==> src/rtl/llsel_pkg.sv <==
package llsel_pkg;
  typedef enum logic [1:0] {
    ST_SUSP  = 2'd0,
    ST_WAIT  = 2'd1,
    ST_READY = 2'd2,
    ST_RUN   = 2'd3
  } tstat_e;

  typedef enum logic [2:0] {
    PH_IDLE,
    PH_SLACK,
    PH_CAPT,
    PH_DEAD,
    PH_UPD
  } phase_e;
endpackage

==> src/rtl/llsel_bitfilter.sv <==
// One step of the bit-serial minimum search: of the surviving candidates,
// keep those with a zero in the current bit column, unless none has one.
module llsel_bitfilter #(
  parameter int N = 32
) (
  input  logic [N-1:0] cand_i,
  input  logic [N-1:0] col_i,
  output logic [N-1:0] cand_o
);
  logic [N-1:0] zeros;

  always_comb begin
    zeros  = cand_i & ~col_i;
    cand_o = (|zeros) ? zeros : cand_i;
  end
endmodule

==> src/rtl/llsel_prienc.sv <==
// Lowest-index priority encoder.
module llsel_prienc #(
  parameter int N  = 32,
  parameter int IW = 5
) (
  input  logic [N-1:0]  req_i,
  output logic [IW-1:0] idx_o,
  output logic          any_o
);
  always_comb begin
    idx_o = '0;
    any_o = |req_i;
    for (int i = N - 1; i >= 0; i--) begin
      if (req_i[i]) idx_o = IW'(i);
    end
  end
endmodule

==> src/rtl/llsel_lock.sv <==
// Result and lockout register: decides between holding the current task
// and issuing a fresh pick from the deadline survivors.
module llsel_lock #(
  parameter int N  = 32,
  parameter int IW = 5
) (
  input  logic          clk,
  input  logic          rst_n,
  input  logic          upd_i,
  input  logic [N-1:0]  tie_i,
  input  logic [N-1:0]  win_i,
  input  logic          holder_run_i,
  output logic          done_o,
  output logic          found_o,
  output logic [IW-1:0] sel_o,
  output logic [N-1:0]  lock_o
);
  logic [N-1:0]  lock_q;
  logic [IW-1:0] sel_q;
  logic          found_q;
  logic          done_q;
  logic [N-1:0]  eff_lock;
  logic          hold;
  logic [IW-1:0] pick;
  logic          pick_any;

  llsel_prienc #(.N(N), .IW(IW)) u_pick (
    .req_i (win_i),
    .idx_o (pick),
    .any_o (pick_any)
  );

  always_comb begin
    eff_lock = holder_run_i ? lock_q : '0;
    hold     = |(tie_i & eff_lock);
  end

  always_ff @(posedge clk) begin
    if (!rst_n) begin
      lock_q  <= '0;
      sel_q   <= '0;
      found_q <= 1'b0;
      done_q  <= 1'b0;
    end else begin
      done_q <= upd_i;
      if (upd_i) begin
        if (hold) begin
          found_q <= 1'b1;
        end else if (!pick_any) begin
          found_q <= 1'b0;
          sel_q   <= '0;
          lock_q  <= '0;
        end else begin
          found_q <= 1'b1;
          sel_q   <= pick;
          lock_q  <= tie_i & ~(N'(1) << pick);
        end
      end
    end
  end

  assign done_o  = done_q;
  assign found_o = found_q;
  assign sel_o   = sel_q;
  assign lock_o  = lock_q;

  AST_DONE_PULSE: assert property (@(posedge clk) disable iff (!rst_n)
    done_q |=> !done_q);
  AST_WINNER_UNLOCKED: assert property (@(posedge clk) disable iff (!rst_n)
    (done_q && found_q) |-> !lock_q[sel_q]);
  AST_EMPTY_CLEAR: assert property (@(posedge clk) disable iff (!rst_n)
    (done_q && !found_q) |-> (lock_q == '0 && sel_q == '0));
  AST_OUT_STABLE: assert property (@(posedge clk) disable iff (!rst_n)
    !done_q |-> ($stable(lock_q) && $stable(sel_q) && $stable(found_q)));
  AST_HOLD_KEEPS: assert property (@(posedge clk) disable iff (!rst_n)
    (upd_i && hold) |=> (sel_q == $past(sel_q) && lock_q == $past(lock_q)));
endmodule

==> src/rtl/llsel_top.sv <==
module llsel_top #(
  parameter int NTASK = 32,
  parameter int W     = 16,
  localparam int IW   = (NTASK > 1) ? $clog2(NTASK) : 1,
  localparam int CW   = (W > 1) ? $clog2(W) : 1
) (
  input  logic               clk,
  input  logic               rst_n,
  input  logic               tick_i,
  input  logic [NTASK*W-1:0] slack_i,
  input  logic [NTASK*W-1:0] deadline_i,
  input  logic [2*NTASK-1:0] status_i,
  output logic               done_o,
  output logic               found_o,
  output logic [IW-1:0]      sel_id_o,
  output logic [NTASK-1:0]   lock_o
);
  import llsel_pkg::*;

  phase_e           ph_q;
  logic [CW-1:0]    bit_q;
  logic [NTASK-1:0] cand_q;
  logic [NTASK-1:0] tie_q;
  logic [NTASK-1:0] elig;
  logic [NTASK-1:0] col_s;
  logic [NTASK-1:0] col_d;
  logic [NTASK-1:0] col;
  logic [NTASK-1:0] filt;
  logic             top_bit;
  logic             holder_run;

  assign top_bit = (bit_q == CW'(W - 1));

  // Slack is compared as offset binary: the sign bit is inverted on the top column.
  for (genvar t = 0; t < NTASK; t++) begin : g_col
    assign elig[t]  = status_i[2*t+1];
    assign col_s[t] = slack_i[t*W + int'(bit_q)] ^ top_bit;
    assign col_d[t] = deadline_i[t*W + int'(bit_q)];
  end

  assign col        = (ph_q == PH_DEAD) ? col_d : col_s;
  assign holder_run = (status_i[2*int'(sel_id_o) +: 2] == ST_RUN);

  llsel_bitfilter #(.N(NTASK)) u_filt (
    .cand_i (cand_q),
    .col_i  (col),
    .cand_o (filt)
  );

  always_ff @(posedge clk) begin
    if (!rst_n) begin
      ph_q   <= PH_IDLE;
      bit_q  <= '0;
      cand_q <= '0;
      tie_q  <= '0;
    end else begin
      unique case (ph_q)
        PH_IDLE: if (tick_i) begin
          cand_q <= elig;
          bit_q  <= CW'(W - 1);
          ph_q   <= PH_SLACK;
        end
        PH_SLACK: begin
          cand_q <= filt;
          if (bit_q == '0) ph_q <= PH_CAPT;
          else             bit_q <= bit_q - 1'b1;
        end
        PH_CAPT: begin
          tie_q <= cand_q;
          bit_q <= CW'(W - 1);
          ph_q  <= PH_DEAD;
        end
        PH_DEAD: begin
          cand_q <= filt;
          if (bit_q == '0) ph_q <= PH_UPD;
          else             bit_q <= bit_q - 1'b1;
        end
        PH_UPD:  ph_q <= PH_IDLE;
        default: ph_q <= PH_IDLE;
      endcase
    end
  end

  llsel_lock #(.N(NTASK), .IW(IW)) u_lock (
    .clk          (clk),
    .rst_n        (rst_n),
    .upd_i        (ph_q == PH_UPD),
    .tie_i        (tie_q),
    .win_i        (cand_q),
    .holder_run_i (holder_run),
    .done_o       (done_o),
    .found_o      (found_o),
    .sel_o        (sel_id_o),
    .lock_o       (lock_o)
  );

  AST_DEAD_WITHIN_TIE: assert property (@(posedge clk) disable iff (!rst_n)
    (ph_q == PH_DEAD) |-> ((cand_q & ~tie_q) == '0));
  AST_UPD_GIVES_DONE: assert property (@(posedge clk) disable iff (!rst_n)
    (ph_q == PH_UPD) |=> done_o);
  AST_BUSY_NO_RESTART: assert property (@(posedge clk) disable iff (!rst_n)
    (ph_q == PH_SLACK) |=> (ph_q == PH_SLACK || ph_q == PH_CAPT));
  AST_DONE_ONLY_AFTER_UPD: assert property (@(posedge clk) disable iff (!rst_n)
    $rose(done_o) |-> ($past(ph_q) == PH_UPD));
endmodule

==> config.mk <==
export PLATFORM = sky130hd
export DESIGN_NAME = llsel_top
export DESIGN_NICKNAME = d
export VERILOG_FILES = /design/src/rtl/llsel_pkg.sv /design/src/rtl/llsel_bitfilter.sv /design/src/rtl/llsel_prienc.sv /design/src/rtl/llsel_lock.sv /design/src/rtl/llsel_top.sv
export SDC_FILE = /design/constraint.sdc
export NUM_CORES = 1
export LEC_CHECK = 0
export ABC_AREA = 1
export BUFFER_PORTS_ARGS = -buffer_cell sky130_fd_sc_hd__buf_2
export CORE_AREA = 2 2 437 439
export CTS_CLUSTER_DIAMETER = 40
export DETAILED_ROUTE_END_ITERATION = 7
export DIE_AREA = 0 0 439 441
export PLACE_DENSITY = 0.39
export SETUP_SLACK_MARGIN = 0.2
export SLEW_MARGIN = 5
export SYNTH_ARGS = -nofsm -noshare
export SYNTH_HDL_FRONTEND = slang
export SYNTH_HIERARCHICAL = 1
export SYNTH_SLANG_ARGS = --single-unit
==> constraint.sdc <==
create_clock -name clk -period 3 [get_ports clk]
set_input_delay 0.3 -clock clk [delete_from_list [all_inputs] [get_ports clk]]
set_output_delay 0.3 -clock clk [all_outputs]
set_load 0.1 [all_outputs]
# ---- Yosys cells after proc, flatten, opt, wreduce, memory -nomap -nowiden
# Cells that the tools add are included.
dict set report op_classes {
  addsub 32
  order_cmp 32
  eq_ne 11
  shift 2
  n_mux 238
  bitwise_logic 38
  n_reduce_logical 12
}
# op count
set ops {}
lappend ops {{$bmux W1 S9} 62}
lappend ops {{$mux W5} 33}
lappend ops {{$add A9 B4 Y10 const A} 16}
lappend ops {{$lt A10 B10 Y1 const B} 16}
lappend ops {{$mux W32} 5}
lappend ops {{$mux W1} 128}
lappend ops {{$and A32 B32 Y32} 3}
lappend ops {{$reduce_or A32 Y1} 3}
lappend ops {{$lt A9 B10 Y1 const B} 8}
lappend ops {{$add A8 B4 Y9 const A} 8}
lappend ops {{$not A32 Y32} 2}
lappend ops {{$pmux W32 S2} 1}
lappend ops {{$shiftx A64 B7 Y2} 1}
lappend ops {{$lt A8 B10 Y1 const B} 4}
lappend ops {{$add A7 B4 Y8 const A} 4}
lappend ops {{$shl A1 B5 Y32 const A} 1}
lappend ops {{$xor A1 B1 Y1} 32}
lappend ops {{$lt A7 B10 Y1 const B} 2}
lappend ops {{$add A6 B4 Y7 const A} 2}
lappend ops {{$pmux W3 S4} 1}
lappend ops {{$pmux W4 S3} 1}
lappend ops {{$lt A4 B10 Y1 const B} 1}
lappend ops {{$lt A6 B10 Y1 const B} 1}
lappend ops {{$mux W3} 3}
lappend ops {{19 further kinds} 27}
dict set report totals {
  ff_bits 110
  input_bits 1091
  output_inout_bits 39
  wordCells 373
}

# ---- Logic depth before layout (Yosys ltp)
# Gate-level depths: netlist of the first run.
dict set report logic_depth {
  word_depth 36
  mapped_depth 38
  ltp_nobuf 38
}

# ---- By module
# The synthesis of the first run kept the hierarchy.
# module n_inst cells_per_inst area_each_um2 seq_area_each_um2
set modules_own_cells {}
lappend modules_own_cells {llsel_top 1 3609 16438.3 1421.4}
lappend modules_own_cells {llsel_lock 1 430 2514.9 780.7}
lappend modules_own_cells {llsel_bitfilter 1 164 758.2 0.0}
lappend modules_own_cells {llsel_prienc 1 107 470.5 0.0}

# ---- Least setup slack after synthesis of the first run
# OpenSTA, ideal clock, no wires.
dict set report synth_path {
  path_kind {flip-flop to flip-flop}
  startpoint {reg u_lock.sel_q[0], in the netlist u_lock/sel_o[0]}
  endpoint {reg u_lock.lock_q[0], in the netlist u_lock/lock_o[0]}
  setup_ps 114
  t_arrival_ps 3053
  required_time_ps 2886
  setup_slack_ps -167
  path_stages_with_launch 20
  n_path_buf 4
  synth_period_minus_slack_ps 3167
  cell_sequence {dfxtp_1 > clkbuf_1 > inv_1 > buf_2 > nand3_1 > nand3_1 > nand3_1 > nand3_1 > nand3b_1 > nand2_1 > clkbuf_1 > buf_2 > nand3_1 > nand2_1 > nor2_1 > nand2_1 > nor2_1 > nand3_2 > nor2_1 > nor2_1}
}
dict set report synth_between {
  elab_chain_len 7
}
# item line_no
set synth_rtl {}
lappend synth_rtl {{from (decl)} llsel_lock.sv:19} ;# logic [IW-1:0] sel_q;
lappend synth_rtl {{from (signal assigned)} llsel_lock.sv:55} ;# sel_q <= pick;
lappend synth_rtl {{$shiftx A64 B7 Y2} llsel_top.sv:42} ;# assign holder_run = (status_i[2*int'(sel_id_o) +: 2] == ST_RUN);
lappend synth_rtl {{$eq A2 B2 Y1} llsel_top.sv:42}
lappend synth_rtl {{named net holder_run} llsel_top.sv:30} ;# logic holder_run;
lappend synth_rtl {{$mux W32} llsel_lock.sv:34} ;# eff_lock = holder_run_i ? lock_q : '0;
lappend synth_rtl {{$and A32 B32 Y32} llsel_lock.sv:35} ;# hold = |(tie_i & eff_lock);
lappend synth_rtl {{$reduce_or A32 Y1} llsel_lock.sv:35}
lappend synth_rtl {{$not A1 Y1 (no line)} --}
lappend synth_rtl {{$reduce_and A2 Y1 (no line)} --}
lappend synth_rtl {{to (signal assigned)} llsel_lock.sv:56} ;# lock_q <= tie_i & ~(N'(1) << pick);
lappend synth_rtl {{to (decl)} llsel_lock.sv:18} ;# logic [N-1:0] lock_q;
# The timed path passes the listed nets, and every way through them passes these cells.
# A chain may end at the register's enable or synchronous reset.

# ---- Worst setup path in the final report of the first run
dict set report layout_path {
  startpoint {reg bit_q[0]}
  endpoint {reg cand_q[12]}
}
dict set report layout_between {
  elab_chain_len 11
  elab_cells_between_ends 262
  cone_classes {31 x add/sub; 2 x eq/ne; 193 x mux; 34 x bitwise; 2 x reduce/logical}
}
# item line_no
set layout_rtl {}
lappend layout_rtl {{from (decl)} llsel_top.sv:21} ;# logic [CW-1:0] bit_q;
lappend layout_rtl {{from (signal assigned)} llsel_top.sv:60} ;# bit_q <= CW'(W - 1);
lappend layout_rtl {{from (signal assigned)} llsel_top.sv:66} ;# else bit_q <= bit_q - 1'b1;
lappend layout_rtl {{from (signal assigned)} llsel_top.sv:70} ;# bit_q <= CW'(W - 1);
lappend layout_rtl {{$add A5 B4 Y6} {llsel_top.sv:37, llsel_top.sv:38}}
lappend layout_rtl {{$bmux W1 S9} llsel_top.sv:37} ;# assign col_s[t] = slack_i[t*W + int'(bit_q)] ^ top_bit;
lappend layout_rtl {{$mux W1 (not written as such) (2 in series)} llsel_top.sv:37}
lappend layout_rtl {{$xor A1 B1 Y1} llsel_top.sv:37}
lappend layout_rtl {{$mux W32 *} llsel_top.sv:41} ;# assign col = (ph_q == PH_DEAD) ? col_d : col_s;
lappend layout_rtl {{named net col[1]} llsel_top.sv:27} ;# logic [NTASK-1:0] col;
lappend layout_rtl {{$not A32 Y32 *} llsel_bitfilter.sv:13} ;# zeros = cand_i & ~col_i;
lappend layout_rtl {{$and A32 B32 Y32 *} llsel_bitfilter.sv:13}
lappend layout_rtl {{$reduce_or A32 Y1 *} llsel_bitfilter.sv:14} ;# cand_o = (|zeros) ? zeros : cand_i;
lappend layout_rtl {{$ne A2 B1 Y1 (no line) *} --}
lappend layout_rtl {{$reduce_and A3 Y1 (no line) *} --}
lappend layout_rtl {{to (signal assigned)} llsel_top.sv:59} ;# cand_q <= elig;
lappend layout_rtl {{to (signal assigned)} llsel_top.sv:64} ;# cand_q <= filt;
lappend layout_rtl {{to (signal assigned)} llsel_top.sv:74} ;# cand_q <= filt;
lappend layout_rtl {{to (decl)} llsel_top.sv:22} ;# logic [NTASK-1:0] cand_q;
# The timed path passes the listed nets; every way through them passes the cells marked *. The select of a mux whose other input is x is not followed.

==> impl_metrics.py, run 1 <==
metrics = {
    "outcome": {
        "status": "finished, violations left",
        "violations": "setup timing",
    },
    "worst_setup_path": {
        "crit_fanout": 13,
        "critPathBufInv": 8,
        "critPathLaunchType": "flip-flop",
        "critical_path_cell_count": 28,
        "rrSetupSlack_ns": -0.44,
        "slowest_stage": "dfxtp_4",
        "reg2reg_depth": 28,
        "rr_endpoint": "cand_q[12]$_SDFFE_PN0P_",
        "crit_type": "reg -> reg",
        "critPathCaptureType": "flip-flop",
        "path_delay_family": "simple AND/OR/NAND/NOR gates",
        "rr_startpoint": "bit_q[0]$_SDFFE_PN0P_",
        "crit_path_end": "cand_q[12]$_SDFFE_PN0P_",
        "crit_start": "bit_q[0]$_SDFFE_PN0P_",
        "crit_required_ns": 3.31,
        "worst_ep_arrival_time_ns": 3.75,
        "slowest_delay_ns": 0.35,
        "crit_path_frequent_cell": "nand2_1",
    },
    "logic_synthesis": {
        "yosysTopAreaCell": "nand2_1",
        "ys_ff_latch": 110,
        "synth_common_cells": "1622 x nand2_1, 694 x inv_1, 512 x nand3_1, 510 x nor2_1, 302 x o21ai_0",
        "ys_seq_area_share_pct": 10.91,
        "syn_nets": 5403,
        "syn-cell-area_mm2": 0.02018,
        "yosysWarnings": 6,
        "synth_edf_count": 0,
        "synth_ff_type": "dfxtp_1",
        "syn-instance-count": 4310,
        "avgSynthCellArea_um2": 4.683,
        "synth_most_common_cell": "nand2_1",
        "synth.area.top_cells": "nand2_1 30%, inv_1 13%, nand3_1 13%, dfxtp_1 11%, nor2_1 9.5%",
        "ys_types": 38,
        "async_flop_share_pct": 0,
        "synth_top_cell_area_share_pct": 30.17,
    },
    "timing": {
        "fin_hold_ws_ns": 0.3817,
        "finalSetupViolCount": 32,
        "fin_crit_ns": 3.435,
        "max_slew_margin_pct": 49.34,
        "fin_ws_ns": -0.4352,
        "rsz0062_at_grt": "true",
        "worstMarginPinSlew_ns": 0.7599,
        "clock_skew_ns": 0.01397,
        "final_hold_viol_count": 0,
        "period_share_pct": 114.5,
        "clock.fmax_mhz": 291.1,
        "drv_slew": 0,
    },
    "finish": {
        "nets": 6756,
        "fin_util_pct": 18.37,
        "fillers": 22270,
        "area_growth_pct": 72.23,
        "fin_area_mm2": 0.03476,
        "layoutNonFillerInstCount": 8199,
        "drive_gt1_share_pct": 35.16,
    },
    "worst_hold_path": {
        "hold_class": "in -> reg",
    },
    "drt": {
        "firstDrtPassIters": 6,
        "detail-route-antenna-nets": 0,
        "routedWlPerCell_um": 21.32,
        "viasPerCell": 3.953,
        "vias": 32410,
        "drt_wl_total_um": 174800,
        "drc": 0,
        "drtIter0Drc": 2167,
    },
    "power": {
        "p_comb_share_pct": 85.5,
        "internal_power_mw": 10.67,
        "clock_power_share_pct": 5.5,
        "power_leakage_nw": 19.51,
        "swShare_pct": 56.00,
        "p_per_area_mw_per_mm2": 697.8,
        "seq_power_share_pct": 8.9,
        "vdd_ir_drop_max_mv": 0.3529,
        "switching_power_mw": 13.58,
        "report.power.total_mw": 24.25,
    },
    "floorplanning": {
        "core_area_mm2": 0.1892,
        "start_util_pct": 10.67,
        "die-area_mm2": 0.1936,
        "rows": 160,
        "fp.dieW_um": 439,
        "fp.dieH_um": 441,
        "io_pins": 1130,
    },
    "clock_tree": {
        "postCtsHoldBufs": 0,
        "htreeDepth": 3,
        "cts_tree": "built",
        "clockBufferDepth": 2,
        "numCtsBuffers": 9,
        "clk_pin_slew_ns": 0.09,
        "insertion_delay_ns": 0.39,
        "cts_sinks": 110,
        "root_buffer": "clkbuf_16",
    },
    "placed_design": {
        "port_buffers": 1129,
        "place_area_mm2": 0.03130,
        "dp_cells": 8057,
        "dp_hpwl_um": 145000,
        "place_congestion": 0.9565,
    },
    "global_routing": {
        "grt_pass1_wl_um": 234900,
        "grt.busiest_layer": "met2",
        "grt_antenna_before_repair": 38,
        "grt_pass1_vias": 31550,
        "grt_use_met3_pct": 1.496,
        "met1_usage_pct": 21.03,
        "gr-usage-met2_pct": 31.37,
        "grtUsageTotal_pct": 17.04,
        "grt_max_degree": 66,
        "grt_remaining_overflow": 0,
    },
    "job": {
        "max-cap-violations": 0,
    },
}
-- power groups by stage --
stage                     registers [mW]  clock network (mW)  logic (mW)
final                               2.17                1.35        20.7
after global routing                2.21                1.44        22.7
after global placement              2.21                   0        17.9
after detailed placement            2.20                   0        17.8
after floorplan                     2.33                   0        8.13
after CTS                           2.17                1.39        20.2
-- cell usage in the layout, fill, tap and decap left out, types with 4 or more instances in the layout --
cell type / count
a21oi_1: 72
buf_12: 84
buf_16: 16
buf_2: 1128
buf_4: 307
buf_6: 54
buf_8: 10
bufbuf_16: 9
clkbuf_16: 17
dfxtp_1: 104
diode_2: 20
inv_1: 681
inv_2: 21
inv_8: 4
nand2_1: 1470
nand2_2: 128
nand2_4: 24
nand3_1: 447
nand3_2: 69
nand3_4: 8
nand3b_1: 9
nand4_1: 56
nor2_1: 493
nor2_2: 14
nor2_4: 10
nor3_1: 4
o21ai_0: 227
o21ai_1: 82
o21ai_2: 17
o22ai_1: 17
o22ai_2: 13
or2_2: 23
or2_4: 9
-- worst min path at each step --
stage                                 from                 endpoint  slack, ns  cells after the start
finish                        status_i[45]  cand_q[22]$_SDFFE_PN0P_       0.38                      5
global route                  status_i[57]  cand_q[28]$_SDFFE_PN0P_       0.42                      5
CTS                           status_i[45]  cand_q[22]$_SDFFE_PN0P_       0.38                      5
detailed placement  tie_q[13]$_SDFFE_PN0N_   tie_q[13]$_SDFFE_PN0N_       0.49                      2
global placement    tie_q[13]$_SDFFE_PN0N_   tie_q[13]$_SDFFE_PN0N_       0.48                      2
floorplan           tie_q[31]$_SDFFE_PN0N_   tie_q[31]$_SDFFE_PN0N_       0.45                      2
-- timing repair --
action,4_1_cts,5_1_grt
setup buffers,60,17
gates resized for setup,282,256
cloned,21,8
pin swaps,52,164
endpoints found under the setup margin,64,65
-- registers in the layout (all words and copies together) (netlist names) --
signal and cells:
bit_q 4, cand_q 32, ph_q 3, tie_q 32, u_lock/done_o 1, u_lock/found_o 1, u_lock/lock_o 32, u_lock/sel_o 5
-- tightest hold or removal path, delay by kind of cell --
family | cells | cell delay, ns
buffers and inverters | 1 | 0.15
AO/OA/AOI/OAI | 2 | 0.15
AND/OR/NAND/NOR | 2 | 0.13
-- metrics by stage --
step | setup TNS (ns) | worst slack [ns]
finish | -12.72 | -0.4352
global route | -27.50 | -0.6376
CTS | -14.03 | -0.4574
detailed placement | -33.78 | -1.095
global placement | -34.57 | -1.135
floorplan | 0 | 0.2001
-- logic make-up after synthesis --
family	after synthesis	synth area share, %
AOI/OAI and AO/OA	441	11.26
buffers and inverters	986	21.05
xor gates and xnor gates	2	0.08681
adders and majority gates	2	0.1240
and+or+nand+nor	2769	56.57
DFF	110	10.91
-- per-layer routing --
layer / up-vias / part of all wire, %
met5: - / 0.049
met4: 12 / 2.6
met3: 134 / 4.2
met2: 1102 / 51
met1: 15260 / 42
li1: 15900 / -
-- layout make-up --
class	count	area [um2]	area share (%)
multi-input combinational	3215	14950	43.01
clock inverter	6	75.07	0.2160
timing repair buffer	1616	11320	32.58
antenna	20	50.05	0.1440
clock buffer	10	229.0	0.6587
tap	2511	3142	9.039
sequential	110	2217	6.378
timing repair inverter	3	38.79	0.1116
inverter	708	2733	7.861
(Power assumes the default switching activity.)
==> inputs of run 2 (changes only) <==
==> constraint.sdc (replaced) <==
create_clock -name clk -period 3.51 [get_ports clk]
set_input_delay 0.351 -clock clk [delete_from_list [all_inputs] [get_ports clk]]
set_output_delay 0.351 -clock clk [all_outputs]
set_load 0.1 [all_outputs]
==> run 2 against run 1 <==
  * Register-to-register slack better by 0.46 ns
  * Clock skew increased by 0.0073 ns
  * Final cell count shrank 1.1%
  * Critical path depth is 2 lower
  * Flip-flop and latch count unchanged
  * Global-route usage decreased by 0.22 points
  * First-iteration DRC count is 12% lower
  * The run now ends clean
  * Count of clock-buffer cells in the layout increased by 1
  * Via count decreased by 1.6%
  * Clock power decreased by 15%
==> impl_metrics.py, run 2 (same netlist as run 1, synthesis figures left out) <==
metrics = {
    "drt": {
        "routedWlPerCell_um": 21.48,
        "vias": 31900,
        "detail-route-antenna-nets": 0,
        "firstDrtPassIters": 5,
        "drtIter0Drc": 1913,
        "drc": 0,
        "viasPerCell": 3.934,
        "drt_wl_total_um": 174100,
    },
    "floorplanning": {
        "fp.dieW_um": 439,
        "rows": 160,
        "io_pins": 1130,
        "core_area_mm2": 0.1892,
        "fp.dieH_um": 441,
        "start_util_pct": 10.67,
        "die-area_mm2": 0.1936,
    },
    "power": {
        "seq_power_share_pct": 9.5,
        "vdd_ir_drop_max_mv": 0.2751,
        "p_comb_share_pct": 84.9,
        "internal_power_mw": 8.898,
        "switching_power_mw": 11.54,
        "p_per_area_mw_per_mm2": 599.9,
        "clock_power_share_pct": 5.6,
        "report.power.total_mw": 20.44,
        "power_leakage_nw": 19.13,
        "swShare_pct": 56.46,
    },
    "clock_tree": {
        "clockBufferDepth": 2,
        "cts_tree": "built",
        "root_buffer": "clkbuf_16",
        "numCtsBuffers": 9,
        "clk_pin_slew_ns": 0.09,
        "htreeDepth": 3,
        "cts_sinks": 110,
        "insertion_delay_ns": 0.39,
    },
    "finish": {
        "fin_util_pct": 18.01,
        "layout_commonest_cell": "nand2_1",
        "layoutNonFillerInstCount": 8109,
        "drive_gt1_share_pct": 33.69,
        "fin_area_mm2": 0.03407,
        "most-common-layout-cells": "1479 x nand2_1, 1129 x buf_2, 684 x inv_1, 492 x nor2_1, 462 x nand3_1",
        "nets": 6656,
        "area_growth_pct": 68.80,
    },
    "timing": {
        "finalSetupViolCount": 0,
        "final_hold_viol_count": 0,
        "drv_slew": 0,
        "period_share_pct": 99.22,
        "worstMarginPinSlew_ns": 0.7947,
        "clock_skew_ns": 0.02127,
        "fin_hold_ws_ns": 0.4281,
        "max_slew_margin_pct": 46.82,
        "fin_crit_ns": 3.483,
        "fin_ws_ns": 0.02746,
        "rsz0062_at_grt": "true",
        "clock.fmax_mhz": 287.1,
        "setup_tns_ns": 0,
    },
    "worst_setup_path": {
        "critPathCaptureType": "flip-flop",
        "crit_fanout": 8,
        "crit_type": "reg -> reg",
        "reg2reg_depth": 26,
        "rrSetupSlack_ns": 0.03,
        "rr_endpoint": "cand_q[8]$_SDFFE_PN0P_",
        "critPathLaunchType": "flip-flop",
        "worst_ep_arrival_time_ns": 3.74,
        "crit_start": "bit_q[0]$_SDFFE_PN0P_",
        "rr_startpoint": "bit_q[0]$_SDFFE_PN0P_",
        "crit_required_ns": 3.76,
        "crit_path_end": "cand_q[8]$_SDFFE_PN0P_",
    },
    "placed_design": {
        "port_buffers": 1129,
        "place_ws_ns": -0.2935,
        "place_congestion": 0.9452,
        "dp_hpwl_um": 142200,
        "dp_cells": 7963,
        "place_area_mm2": 0.03064,
    },
    "global_routing": {
        "grt_pass1_wl_um": 231800,
        "grtUsageTotal_pct": 16.81,
        "grt_pass1_vias": 30500,
        "grt_antenna_before_repair": 33,
        "grt_max_degree": 66,
        "grt_remaining_overflow": 0,
    },
    "job": {
        "max-cap-violations": 0,
    },
    "worst_hold_path": {
        "hold_class": "in -> reg",
    },
    "outcome": {
        "status": "finished clean",
    },
}
==> run 2: worst max-delay path, cell delays in order, from the launching register on <==
cell	delay, ns
dfxtp_4	0.38
buf_12	0.16
clkinv_16	0.13
buf_16	0.18
buf_6	0.13
buf_16	0.15
buf_4	0.14
o21ai_1	0.15
o22ai_2	0.10
nand2_1	0.08
nand4_1	0.30
nand2_2	0.24
nand2_2	0.07
inv_2	0.05
nand2_2	0.05
nand2_2	0.09
nor2_4	0.05
nand2_2	0.07
nor2_4	0.06
buf_12	0.13
clkbuf_16	0.17
nand3_2	0.06
nand2_1	0.05
nand2_1	0.06
nand2_1	0.06
o21ai_1	0.14
a21oi_1	0.05
==> run 2: worst min path at each step <==
| stage | slack [ns] | cells after the start | startpoint | to |
|---|---|---|---|---|
| floorplan | 0.45 | 2 | tie_q[31]$_SDFFE_PN0N_ | tie_q[31]$_SDFFE_PN0N_ |
| global placement | 0.48 | 2 | tie_q[2]$_SDFFE_PN0N_ | tie_q[2]$_SDFFE_PN0N_ |
| detailed placement | 0.49 | 2 | tie_q[2]$_SDFFE_PN0N_ | tie_q[2]$_SDFFE_PN0N_ |
| CTS | 0.43 | 5 | status_i[35] | cand_q[17]$_SDFFE_PN0P_ |
| global route | 0.44 | 5 | status_i[35] | cand_q[17]$_SDFFE_PN0P_ |
| finish | 0.43 | 5 | status_i[35] | cand_q[17]$_SDFFE_PN0P_ |
==> run 2: power by group through the flow <==
stage	Sequential (mW)	Combinational, mW	Clock [mW]
3_3_place_gp	1.97	15.1	0
4_1_cts	1.94	16.8	1.18
6_report	1.95	17.3	1.15
3_5_place_dp	1.97	15.0	0
2_1_floorplan	2.00	6.95	0
5_1_grt	1.99	18.9	1.23
==> run 2: cell type report <==
cell class                 instances  area, um2
timing repair buffer            1519      10770
clock inverter                     5      53.80
inverter                         708       2744
tap                             2511       3142
timing repair inverter             1      8.758
sequential                       110       2216
clock buffer                      11      264.0
antenna                           30      75.07
multi-input combinational       3214      14790
fill                           22370     155100
==> run 2: routing by layer <==
metal	wire length, um	track usage, %	vias up	part of all wire, %
met4	5276	4.844	8	3.0
met5	49	0	-	0.028
li1	-	-	15700	-
met2	87590	30.46	1063	50
met1	73640	21.06	14980	42
met3	7592	1.356	143	4.4
==> run 2: repair_timing <==
item	in CTS	in global routing
hold buffers	0	0
pin swaps	44	126
setup endpoints to repair	32	63
gates cloned	25	10
setup buffers	48	17
resized for setup	206	289
